## src/rtl/pbr_pkg.sv

```systemverilog
package pbr_pkg;

  typedef enum logic [2:0] {
    stIdle,
    stHeld,
    stRelWait,
    stPwrOff,
    stPwrOnWait
  } pbrState_t;

  typedef enum logic [1:0] {
    limHold,
    limReset,
    limOff
  } pbrLim_t;

  typedef struct packed {
    logic    clrTimer;
    logic    setSoft;
    logic    setCycle;
    pbrLim_t limSel;
  } pbrStrobe_t;

endpackage

```

## src/rtl/pbr_datapath.sv

```systemverilog
module pbr_datapath
  import pbr_pkg::*;
#(
  parameter int DIV    = 1000,
  parameter int HOLD_T = 4000,
  parameter int RST_T  = 200,
  parameter int OFF_T  = 100
) (
  input  logic       clk,
  input  logic       rstN,
  input  logic       btnN,
  input  logic       rdEn,
  input  logic       rdSel,
  input  pbrStrobe_t strobe,
  output logic       pressed,
  output logic       pressRise,
  output logic       timeUp,
  output logic       rdData,
  output logic       softStat,
  output logic       cycleStat
);

  localparam int MAXA = (HOLD_T > RST_T) ? HOLD_T : RST_T;
  localparam int MAXT = (MAXA > OFF_T) ? MAXA : OFF_T;
  localparam int CW   = $clog2(MAXT + 1);
  localparam logic [CW-1:0] holdLast  = CW'(HOLD_T - 1);
  localparam logic [CW-1:0] resetLast = CW'(RST_T - 1);
  localparam logic [CW-1:0] offLast   = CW'(OFF_T - 1);

  logic syncA, pressedD, tick;
  logic [CW-1:0] cnt, limLast;

  // two-flop synchronizer plus one stage for edge detection
  always_ff @(posedge clk or negedge rstN) begin
    if (!rstN) begin
      syncA    <= 1'b0;
      pressed  <= 1'b0;
      pressedD <= 1'b0;
    end else begin
      syncA    <= ~btnN;
      pressed  <= syncA;
      pressedD <= pressed;
    end
  end

  assign pressRise = pressed & ~pressedD;

  generate
    if (DIV > 1) begin : g_pre
      localparam int PW = $clog2(DIV);
      logic [PW-1:0] pre;
      always_ff @(posedge clk or negedge rstN) begin
        if (!rstN) pre <= '0;
        else if (strobe.clrTimer || pre == PW'(DIV - 1)) pre <= '0;
        else pre <= pre + 1'b1;
      end
      assign tick = (pre == PW'(DIV - 1));
    end else begin : g_nopre
      assign tick = 1'b1;
    end
  endgenerate

  always_ff @(posedge clk or negedge rstN) begin
    if (!rstN) cnt <= '0;
    else if (strobe.clrTimer) cnt <= '0;
    else if (tick) cnt <= cnt + 1'b1;
  end

  always_comb begin
    case (strobe.limSel)
      limReset: limLast = resetLast;
      limOff:   limLast = offLast;
      default:  limLast = holdLast;
    endcase
  end

  assign timeUp = tick && (cnt == limLast);

  // read clears; a set on the same edge wins
  always_ff @(posedge clk or negedge rstN) begin
    if (!rstN) begin
      softStat  <= 1'b0;
      cycleStat <= 1'b0;
    end else begin
      softStat  <= (softStat & ~(rdEn & ~rdSel)) | strobe.setSoft;
      cycleStat <= (cycleStat & ~(rdEn & rdSel)) | strobe.setCycle;
    end
  end

  assign rdData = rdSel ? cycleStat : softStat;

endmodule

```

## src/rtl/pbr_ctrl.sv

```systemverilog
module pbr_ctrl
  import pbr_pkg::*;
(
  input  logic       clk,
  input  logic       rstN,
  input  logic       pressed,
  input  logic       pressRise,
  input  logic       timeUp,
  output pbrStrobe_t strobe,
  output logic       rstOutN,
  output logic       regEn
);

  pbrState_t state, nxt;

  always_ff @(posedge clk or negedge rstN) begin
    if (!rstN) state <= stIdle;
    else state <= nxt;
  end

  always_comb begin
    nxt    = state;
    strobe = '{clrTimer: 1'b0, setSoft: 1'b0, setCycle: 1'b0, limSel: limHold};
    case (state)
      stIdle: begin
        strobe.clrTimer = 1'b1;
        if (pressRise) nxt = stHeld;
      end
      stHeld: begin
        strobe.limSel = limHold;
        if (!pressed) begin
          nxt = stRelWait;
          strobe.setSoft = 1'b1;
        end else if (timeUp) begin
          nxt = stPwrOff;
        end
      end
      stRelWait: begin
        strobe.limSel = limReset;
        if (timeUp) nxt = stIdle;
      end
      stPwrOff: begin
        strobe.limSel = limOff;
        if (timeUp) begin
          nxt = stPwrOnWait;
          strobe.setCycle = 1'b1;
        end
      end
      stPwrOnWait: begin
        strobe.limSel = limReset;
        if (timeUp) nxt = stIdle;
      end
      default: nxt = stIdle;
    endcase
    if (nxt != state) strobe.clrTimer = 1'b1;
  end

  assign rstOutN = (state == stIdle);
  assign regEn   = (state != stPwrOff);

endmodule

```

## src/rtl/pbr_top.sv

```systemverilog
module pbr_top
  import pbr_pkg::*;
#(
  parameter int CLK_HZ   = 1_000_000,
  parameter int TICK_HZ  = 1000,
  parameter int HOLD_MS  = 4000,
  parameter int RESET_MS = 200,
  parameter int OFF_MS   = 100
) (
  input  logic clk,
  input  logic rstN,
  input  logic btnN,
  input  logic rdEn,
  input  logic rdSel,
  output logic rdData,
  output logic rstOutN,
  output logic btnStatN,
  output logic regEn
);

  localparam int DIV    = CLK_HZ / TICK_HZ;
  localparam int HOLD_T = HOLD_MS * TICK_HZ / 1000;
  localparam int RST_T  = RESET_MS * TICK_HZ / 1000;
  localparam int OFF_T  = OFF_MS * TICK_HZ / 1000;

  pbrStrobe_t strobe;
  logic pressed, pressRise, timeUp, softStat, cycleStat;

  pbr_datapath #(
    .DIV(DIV), .HOLD_T(HOLD_T), .RST_T(RST_T), .OFF_T(OFF_T)
  ) u_dp (
    .clk(clk), .rstN(rstN), .btnN(btnN), .rdEn(rdEn), .rdSel(rdSel),
    .strobe(strobe), .pressed(pressed), .pressRise(pressRise),
    .timeUp(timeUp), .rdData(rdData), .softStat(softStat),
    .cycleStat(cycleStat)
  );

  pbr_ctrl u_ctrl (
    .clk(clk), .rstN(rstN), .pressed(pressed), .pressRise(pressRise),
    .timeUp(timeUp), .strobe(strobe), .rstOutN(rstOutN), .regEn(regEn)
  );

  assign btnStatN = ~pressed;

endmodule

```

## config.mk

```make
export PLATFORM = sky130hd
export DESIGN_NAME = pbr_top
export DESIGN_NICKNAME = d
export VERILOG_FILES = /design/src/rtl/pbr_pkg.sv /design/src/rtl/pbr_datapath.sv /design/src/rtl/pbr_ctrl.sv /design/src/rtl/pbr_top.sv
export SDC_FILE = /design/constraint.sdc
export NUM_CORES = 1
export LEC_CHECK = 0
export CORE_UTILIZATION = 45
export DETAILED_ROUTE_END_ITERATION = 8
export REMOVE_ABC_BUFFERS = 1
export SLEW_MARGIN = 25
export SYNTH_ARGS = -nofsm -noshare
export SYNTH_HDL_FRONTEND = slang
export SYNTH_HIERARCHICAL = 1
export SYNTH_SLANG_ARGS = --single-unit
```

## constraint.sdc

```tcl
create_clock -name clk -period 2.7 [get_ports clk]
set_clock_uncertainty 0.05 [all_clocks]
set_input_delay 0.27 -clock clk [delete_from_list [all_inputs] [get_ports clk]]
set_output_delay 0.27 -clock clk [all_outputs]
set_load 0.01 [all_outputs]
```

==> impl_metrics.csv, run 1 <==
group,metric,value,unit
run_status,outcome,"completed",
cells_and_area,n_fill_cell,280,
yosys,synth_ff_type,"dfrtp_1",
job,maxCapViolations,0,
cells_and_area,n_antenna_cell,0,
pwr,p_per_area,689.5,nW/µm²
floorplan,chipHeight,60.74,µm
timing,worst_slew_pin_slew,0.4086,ns
setup_path,reg2regPathDepth,11,
place,dp_hpwl,1.981,mm
yosys,ys_warn_count,6,
yosys,synth_area,1553,µm²
routing,drt_pass1_iterations,4,
clock_network,cts_buffers,5,
setup_path,cp.arrival,2.69,ns
timing,rsz0062_at_grt,"no",
routing,vias,1199,
yosys,yosysTopAreaCell,"dfrtp_1",
timing,fmax,0.4019,GHz
pwr,leakagePower,0.0007637,µW
cells_and_area,layout_commonest_cell,"dfrtp_1",
timing,setup_tns,0,ns
clock_network,cts_tree,"yes",
floorplan,initial_utilization,49.25,%
place,io_buffers,8,
timing,whs,0.2633,ns
setup_path,r2r-end,"u_dp/cnt[4]$_DFFE_PN0N_",
min_path,hp-class,"in2async",
floorplan,ios,9,
cells_and_area,syn2layout_area_growth,12.17,%
setup_path,r2r_start,"u_ctrl/state[2]$_DFF_PN0_",
setup_path,cp-start-kind,"flip-flop",
global_route,grt_max_degree,31,
clock_network,root_buffer,"clkbuf_4",
yosys,netlist.area_leader.share,48.35,%
clock_network,cts_max_level,2,
global_route,first_global_vias,1098,
global_route,overflow,0,
global_route,grt_pass1_wl,4.836,mm
yosys,yosysSeqAreaShare,48.35,%
cells_and_area,nets,185,
setup_path,r2r_slack,0.21,ns
clock_network,hold_buffers,0,
timing,setup_viol,0,
place,place_congestion,0.7875,
floorplan,core_area,3153,µm²
cells_and_area,final_cell_mix,"dfrtp_1 (29), nor2_1 (22), nand2_1 (12), xnor2_1 (10)",
yosys,ys_top_cells_by_area,"dfrtp_1 (48%), xnor2_1 (5.6%), nor2_1 (5.3%), a21oi_1 (2.9%), nand2_1 (2.9%)",
setup_path,worstSetupPathType,"reg2reg",
pwr,ir_worst_vdd,0.3895,mV
floorplan,fp-row-count,20,
clock_network,cts.path.max_buffers,2,
clock_network,cts.sinks,30,
setup_path,cp_max_fo,9,
routing,ant_nets,0,
routing,routed_via_density,5.425,
yosys,synth_area_per_cell,9.526,µm²
global_route,antenna_found_initial,0,
clock_network,cts.reportedPaths.clkPinSlew,0.10,ns
timing,relSlewSlack,72.55,%
routing,drtIter0Drc,35,
yosys,async_reset_ff_share,100.0,%
clock_network,clk_latency,0.34,ns
pwr,total_power,1201,µW
yosys,synth_edf_count,0,
yosys,synth-seq-cells,30,
timing,final_max_slew_viol_count,0,
floorplan,dieArea,3689,µm²
clock_network,ctsResizeCount,0,
setup_path,worstPathRequired,2.91,ns
routing,drc,0,
cells_and_area,post-route-util,55.24,%
cells_and_area,final_layout_size_suffix_gt1_share,10.17,%
yosys,synth_cell_type_count,37,
routing,wirelength,2.745,mm
yosys,synthCells,163,
clock_network,post_cts_buffers,0,
timing,hold_violations,0,
timing,period_share,92.15,%
global_route,track_usage,18.28,%
setup_path,worstSetupEndpointType,"flip-flop",
routing,wire_per_inst,12.42,µm
floorplan,fp.dieW,60.74,µm
timing,fin_crit,2.488,ns
cells by family (layout without fill, tap and decap cells):
logic type	Yosys count	in the layout	share of synthesized area [%]
DFF	30	30	48.35
xor gates and xnor gates	13	13	7.333
adders and majority gates	3	3	2.418
muxes	2	2	1.370
buffers and inverters	15	29	4.754
AOI/OAI and AO/OA	23	23	8.944
and+or+nand+nor	77	77	26.83
critical path, cell delays in order (launching register included):
cell     delay, ns
dfrtp_2       0.47
xnor2_1       0.14
nor2_1        0.09
inv_1         0.05
ha_1          0.33
and4b_1       0.22
o22ai_1       0.19
nor3_2        0.08
inv_1         0.10
nand3_2       0.11
or4_1         0.51
o21ai_1       0.09
stage by stage:
| step | worst slack, ns | cells | area, µm² |
|---|---|---|---|
| finish | 0.2119 | 221 | 1742 |
| global route | 0.02830 | 221 | 1742 |
| CTS | 0.1525 | 221 | 1730 |
| detailed placement | 0.1644 | 214 | 1685 |
| global placement | 0.2767 | 214 | 1685 |
| floorplan | 0.1302 | 157 | 1513 |
cell type report:
type | instances | area [µm²] | area share (%)
flip-flops and latches | 30 | 752.0 | 43.18
multi-input cells | 118 | 738.2 | 42.39
repair buffers | 13 | 117.6 | 6.753
well taps | 44 | 55.05 | 3.161
clock buffers | 7 | 45.04 | 2.586
inverters | 9 | 33.78 | 1.940
synthesized netlist by cell type (2+ instances only):
| cell type | number |
|---|---|
| a21o_1 | 2 |
| a21oi_1 | 9 |
| buf_2 | 2 |
| buf_6 | 2 |
| clkbuf_1 | 2 |
| dfrtp_1 | 30 |
| ha_1 | 3 |
| inv_1 | 9 |
| nand2_1 | 12 |
| nand2b_1 | 3 |
| nand3_1 | 8 |
| nand4_1 | 3 |
| nor2_1 | 22 |
| nor3_1 | 6 |
| nor4_1 | 2 |
| nor4b_1 | 3 |
| o21ai_0 | 5 |
| o31ai_1 | 2 |
| or3_1 | 4 |
| or4_1 | 6 |
| xnor2_1 | 10 |
| xor2_1 | 3 |
state kept, by name (all words and copies together) (netlist names):
register        flops
u_dp/cycleStat      1
u_dp/pressed        1
u_ctrl/state        3
u_dp/syncA          1
u_dp/softStat       1
u_dp/cnt           12
u_dp/pressedD       1
u_dp/g_pre.pre     10
power breakdown:
part | switching [µW] | internal (µW)
logic | 207 | 188
clock network | 146 | 98.0
registers | 53.9 | 508
total | 406 | 794
routing by layer:
| metal | vias to the layer above | share of wire [%] | global-route usage (%) | wire, µm |
|---|---|---|---|---|
| li1 | 595 | - | - | - |
| met1 | 576 | 46 | 23.34 | 1260 |
| met2 | 23 | 48 | 28.73 | 1318 |
| met3 | 5 | 4.4 | 5.757 | 120 |
| met4 | 0 | 1.7 | 7.792 | 46 |
| met5 | - | 0 | 0 | 0 |
worst max path at each step:
stage | start | end | slack, ns | depth (start not counted)
2_1_floorplan | u_ctrl/state[1]$_DFF_PN0_ | u_dp/cnt[4]$_DFFE_PN0N_ | 0.13 | 11
3_3_place_gp | u_ctrl/state[2]$_DFF_PN0_ | u_dp/cnt[4]$_DFFE_PN0N_ | 0.28 | 11
3_5_place_dp | u_ctrl/state[2]$_DFF_PN0_ | u_dp/cnt[4]$_DFFE_PN0N_ | 0.16 | 11
4_1_cts | u_ctrl/state[2]$_DFF_PN0_ | u_dp/cnt[4]$_DFFE_PN0N_ | 0.15 | 11
5_1_grt | u_ctrl/state[2]$_DFF_PN0_ | u_dp/cnt[4]$_DFFE_PN0N_ | 0.03 | 11
6_report | u_ctrl/state[2]$_DFF_PN0_ | u_dp/cnt[4]$_DFFE_PN0N_ | 0.21 | 11
(Power assumes the default switching activity.)
==> run 2, diff against run 1 <==
Settings changed: CORE_MARGIN from default to 2.
==> impl_metrics.csv, run 2 (synthesis results as in run 1) <==
group,metric,value,unit
routing,ant_nets,0,
timing,relSlewSlack,67.32,%
cells_and_area,largest_register_ffs,12,
setup_path,worstSetupPathType,"reg2reg",
cells_and_area,syn2layout_area_growth,13.62,%
cells_and_area,n_antenna_cell,0,
global_route,grt_max_degree,31,
floorplan,fp.dieW,62.74,µm
timing,worst_slew_pin_slew,0.4865,ns
cells_and_area,nets,185,
global_route,grtUsageMet2,27.69,%
place,dp_cells,214,
routing,drtIter0Drc,50,
routing,routed_via_density,5.411,
clock_network,cts_tree,"yes",
timing,hold_violations,0,
pwr,ir_worst_vdd,0.4021,mV
setup_path,cp_max_fo,10,
setup_path,critPathLaunch,"u_ctrl/state[0]$_DFF_PN0_",
floorplan,ios,9,
cells_and_area,design_area,1764,µm²
setup_path,cp.arrival,2.73,ns
timing,final_max_slew_viol_count,0,
routing,vias,1212,
routing,wirelength,2.884,mm
cells_and_area,top_register,"u_dp/cnt",
setup_path,worstSetupEndpointType,"flip-flop",
cells_and_area,reg_top3,"u_dp/cnt: 12 flops, u_dp/g_pre.pre: 10 flops, u_ctrl/state: 3 flops",
routing,drc,0,
global_route,first_global_vias,1163,
global_route,grt_pass1_wl,5.092,mm
global_route,track_usage,16.60,%
global_route,overflow,0,
floorplan,chipHeight,62.74,µm
clock_network,cts_max_level,2,
floorplan,initial_utilization,46.53,%
clock_network,root_buffer,"clkbuf_4",
clock_network,cts.path.max_buffers,2,
global_route,busiest_layer,"met2",
cells_and_area,layout_commonest_cell,"dfrtp_1",
place,place_area,1673,µm²
cells_and_area,final_layout_size_suffix_gt1_share,12.36,%
global_route,antenna_found_initial,0,
timing,fin_crit,2.506,ns
pwr,leakagePower,0.0007714,µW
clock_network,hold_buffers,0,
floorplan,core_area,3337,µm²
run_status,outcome,"completed",
cells_and_area,final_cells,224,
clock_network,cts_buffers,5,
clock_network,clk_latency,0.33,ns
routing,drt_pass1_iterations,4,
timing,setup_tns,0,ns
routing,wire_per_inst,12.88,µm
place,place_congestion,0.7563,
pwr,p_per_area,707.3,nW/µm²
global_route,use_met3,3.423,%
timing,fmax,0.3990,GHz
min_path,hp-class,"in2async",
floorplan,fp-row-count,21,
job,maxCapViolations,0,
place,dp_hpwl,2.038,mm
timing,rsz0062_at_grt,"no",
setup_path,r2r_start,"u_ctrl/state[0]$_DFF_PN0_",
cells_and_area,final_cell_mix,"dfrtp_1 (28), nor2_1 (22), nand2_1 (12), xnor2_1 (10)",
clock_network,cts.reportedPaths.clkPinSlew,0.10,ns
timing,whs,0.2562,ns
global_route,grt_util_met1,20.05,%
clock_network,cts.sinks,30,
place,io_buffers,8,
timing,period_share,92.82,%
setup_path,worstPathRequired,2.92,ns
pwr,total_power,1248,µW
setup_path,cp-start-kind,"flip-flop",
timing,setup_viol,0,
floorplan,dieArea,3936,µm²
cells_and_area,n_fill_cell,338,
-- run 2: worst paths after layout --
kind | end | slack, ns | cells after the start
worst max-delay path | u_dp/cnt[4]$_DFFE_PN0N_ | 0.19 | 9
worst min-delay path | u_dp/cnt[11]$_DFFE_PN0N_ | 0.26 | 2
worst max register to register | u_dp/cnt[4]$_DFFE_PN0N_ | 0.19 | 9
worst min register to register | u_dp/pressed$_DFF_PN0_ | 0.32 | 0
max in group asynchronous | u_ctrl/state[2]$_DFF_PN0_ | 2.05 | 2
min in group clk | u_dp/pressed$_DFF_PN0_ | 0.32 | 0
-- run 2: final cells by class --
type | instances | area (µm²) | area share, %
Clock buffer | 6 | 51.30 | 2.908
Clock inverter | 2 | 12.51 | 0.7092
Inverter | 9 | 33.78 | 1.915
Multi-Input combinational cell | 118 | 738.2 | 41.84
Sequential cell | 30 | 753.2 | 42.70
Tap cell | 46 | 57.56 | 3.262
Timing Repair Buffer | 13 | 117.6 | 6.667
-- run 2: critical path, stage by stage (launching register included) --
cell and delay (ns):
dfrtp_1 0.49, and3b_1 0.26, ha_1 0.33, and4b_1 0.23
o22ai_1 0.21, nor3_2 0.08, inv_1 0.10, nand3_2 0.11
or4_1 0.51, o21ai_1 0.08
-- run 2: what timing repair did --
| item | 4_1_cts | 5_1_grt |
|---|---|---|
| setup endpoints to repair | 0 | 22 |
| resized for setup | 0 | 4 |
| setup buffers | 0 | 2 |
| endpoints found under the hold margin | 0 | 0 |
-- run 2: metal layers --
metal,up-vias,part of all wire (%)
li1,603,-
met1,586,45
met2,15,49
met3,8,3.3
met4,0,2.4
met5,-,0
-- run 2: stage by stage --
step           setup WS (ns)  util [%]
2_1_floorplan         0.1302         -
3_3_place_gp          0.2717     50.13
3_5_place_dp          0.1449     50.13
4_1_cts               0.1207     52.04
5_1_grt             0.002356     52.87
6_report              0.1937     52.87
-- run 2: where the power goes --
part	total, µW	internal [µW]	switching, µW
Sequential	577	509	67.8
Combinational	387	187	200
Clock	284	125	159
Total	1250	821	427
==> run 3, diff against run 2 <==
Settings changed: CTS_BUF_LIST from default to sky130_fd_sc_hd__clkbuf_4.
Clock period 2.7 ns to 2.4 ns, I/O delays scaled along.
==> impl_metrics.csv, run 3 (synthesis results as in run 1) <==
group,metric,value,unit
setup_path,cp-start-kind,"flip-flop",
routing,routed_via_density,5.345,
cells_and_area,reg_top3,"u_dp/cnt: 12 flops, u_dp/g_pre.pre: 10 flops, u_ctrl/state: 3 flops",
place,dp_hpwl,2.089,mm
routing,drc,0,
cells_and_area,largest_register_ffs,12,
clock_network,cts_buffers,5,
setup_path,path_delay_family,"simple AND/OR/NAND/NOR gates",
setup_path,crit_buf_inv,1,
pwr,power_frac_comb,35.3,%
setup_path,r2r_start,"u_ctrl/state[2]$_DFF_PN0_",
floorplan,chipHeight,62.74,µm
pwr,p_int,939.9,µW
setup_path,worstPathRequired,2.61,ns
floorplan,fp-row-count,21,
cells_and_area,final_cell_mix,"dfrtp_1 (30), nor2_1 (22), buf_4 (13), nand2_1 (12), xnor2_1 (10)",
cells_and_area,syn2layout_area_growth,18.29,%
setup_path,slowest_stage,"or4_1",
place,place_congestion,0.7897,
global_route,antenna_found_initial,0,
routing,wire_per_inst,12.78,µm
pwr,clock_power_share,20.4,%
timing,hold_violations,0,
cells_and_area,top_register,"u_dp/cnt",
setup_path,worstSetupEndpointType,"flip-flop",
pwr,ir_worst_vdd,0.4005,mV
setup_path,reg2regPathDepth,9,
global_route,overflow,0,
timing,final_max_slew_viol_count,0,
pwr,p_per_area,778.6,nW/µm²
timing,period_share,94.49,%
timing,worst_slew_pin_slew,0.4277,ns
timing,setup_viol,0,
floorplan,initial_utilization,46.53,%
min_path,hp-class,"in2async",
timing,relSlewSlack,71.27,%
routing,wl_met3,132,µm
routing,drt_pass1_iterations,4,
place,dp_cells,223,
place,io_buffers,8,
setup_path,critical_path.cell_chain,"and3b_1, ha_4, and4b_1, o22ai_2, nor3_2, inv_1, nand3_2, or4_1, o21ai_1",
floorplan,dieArea,3936,µm²
routing,top_layer_used,"met4",
clock_network,cts_max_level,2,
routing,wl_met1,1.331,mm
global_route,grt_pass1_wl,5.306,mm
clock_network,cts_tree,"yes",
setup_path,cp.arrival,2.48,ns
cells_and_area,nets,193,
timing,fin_crit,2.268,ns
setup_path,worstSetupPathType,"reg2reg",
setup_path,r2r_slack,0.13,ns
floorplan,fp.dieW,62.74,µm
timing,fmax,0.4410,GHz
global_route,track_usage,17.12,%
global_route,grt_max_degree,31,
routing,ant_nets,0,
setup_path,cp_max_fo,4,
pwr,leakagePower,0.0008283,µW
pwr,switching_share,34.28,%
global_route,first_global_vias,1204,
clock_network,root_buffer,"clkbuf_4",
setup_path,r2r-end,"u_dp/cnt[4]$_DFFE_PN0N_",
routing,wirelength,2.966,mm
clock_network,cts.reportedPaths.clkPinSlew,0.10,ns
clock_network,cts.sinks,30,
setup_path,critPathMaxStageDelay,0.50,ns
floorplan,core_area,3337,µm²
run_status,outcome,"completed",
cells_and_area,final_layout_size_suffix_gt1_share,16.13,%
timing,whs,0.2376,ns
clock_network,clk_latency,0.33,ns
timing,rsz0062_at_grt,"yes",
floorplan,ios,9,
pwr,p_seq_share,44.2,%
pwr,p_sw,490.3,µW
routing,drtIter0Drc,71,
routing,wl_met2,1.461,mm
cells_and_area,n_antenna_cell,0,
routing,vias,1240,
cells_and_area,final_cells,232,
job,maxCapViolations,0,
cells_and_area,layout_commonest_cell,"dfrtp_1",
clock_network,cts.path.max_buffers,2,
[run 3: layout make-up]
type	count	area, µm²
clock inverters	2	8.758
multi-input cells	118	763.2
flip-flops and latches	30	750.7
clock buffers	6	45.04
fillers	320	1500
inverters	9	33.78
repair buffers	21	177.7
well taps	46	57.56
[run 3: repair_timing]
item,in CTS,in global routing
hold buffers,0,0
buffers inserted,0,1
resized for setup,0,5
endpoints found under the setup margin,0,25
[run 3: routing by layer]
layer	up-vias	GRT usage (%)
li1	613	-
met1	598	21.03
met2	25	28.09
met3	4	5.225
met4	0	6.944
met5	-	0
[run 3: how the worst max path moves through the flow]
stage | from | endpoint | depth (start not counted)
after CTS | u_ctrl/state[1]$_DFF_PN0_ | u_dp/cnt[4]$_DFFE_PN0N_ | 11
after global placement | u_ctrl/state[1]$_DFF_PN0_ | u_dp/cnt[4]$_DFFE_PN0N_ | 11
after global routing | u_ctrl/state[1]$_DFF_PN0_ | u_ctrl/state[0]$_DFF_PN0_ | 12
after floorplan | u_ctrl/state[1]$_DFF_PN0_ | u_dp/cnt[4]$_DFFE_PN0N_ | 11
after detailed placement | u_ctrl/state[1]$_DFF_PN0_ | u_dp/cnt[4]$_DFFE_PN0N_ | 11
final | u_ctrl/state[2]$_DFF_PN0_ | u_dp/cnt[4]$_DFFE_PN0N_ | 9
[run 3: through the flow]
stage	util [%]	power, µW	area [µm²]	TNS [ns]	setup slack (ns)
after CTS	53.77	1401	1794	0	0.01616
final	55.04	1430	1837	0	0.1322
after floorplan	-	912.3	1513	-0.7381	-0.1698
after global routing	55.04	1537	1837	-0.1171	-0.06703
after detailed placement	52.16	1099	1740	0	0.04694
after global placement	52.16	1089	1740	0	0.1262
[run 3: power groups by stage]
stage	Sequential (µW)	Clock [µW]	Combinational, µW
2_1_floorplan	646	0	267
3_3_place_gp	638	0	451
3_5_place_dp	642	0	457
4_1_cts	631	311	460
5_1_grt	643	328	566
6_report	632	292	506
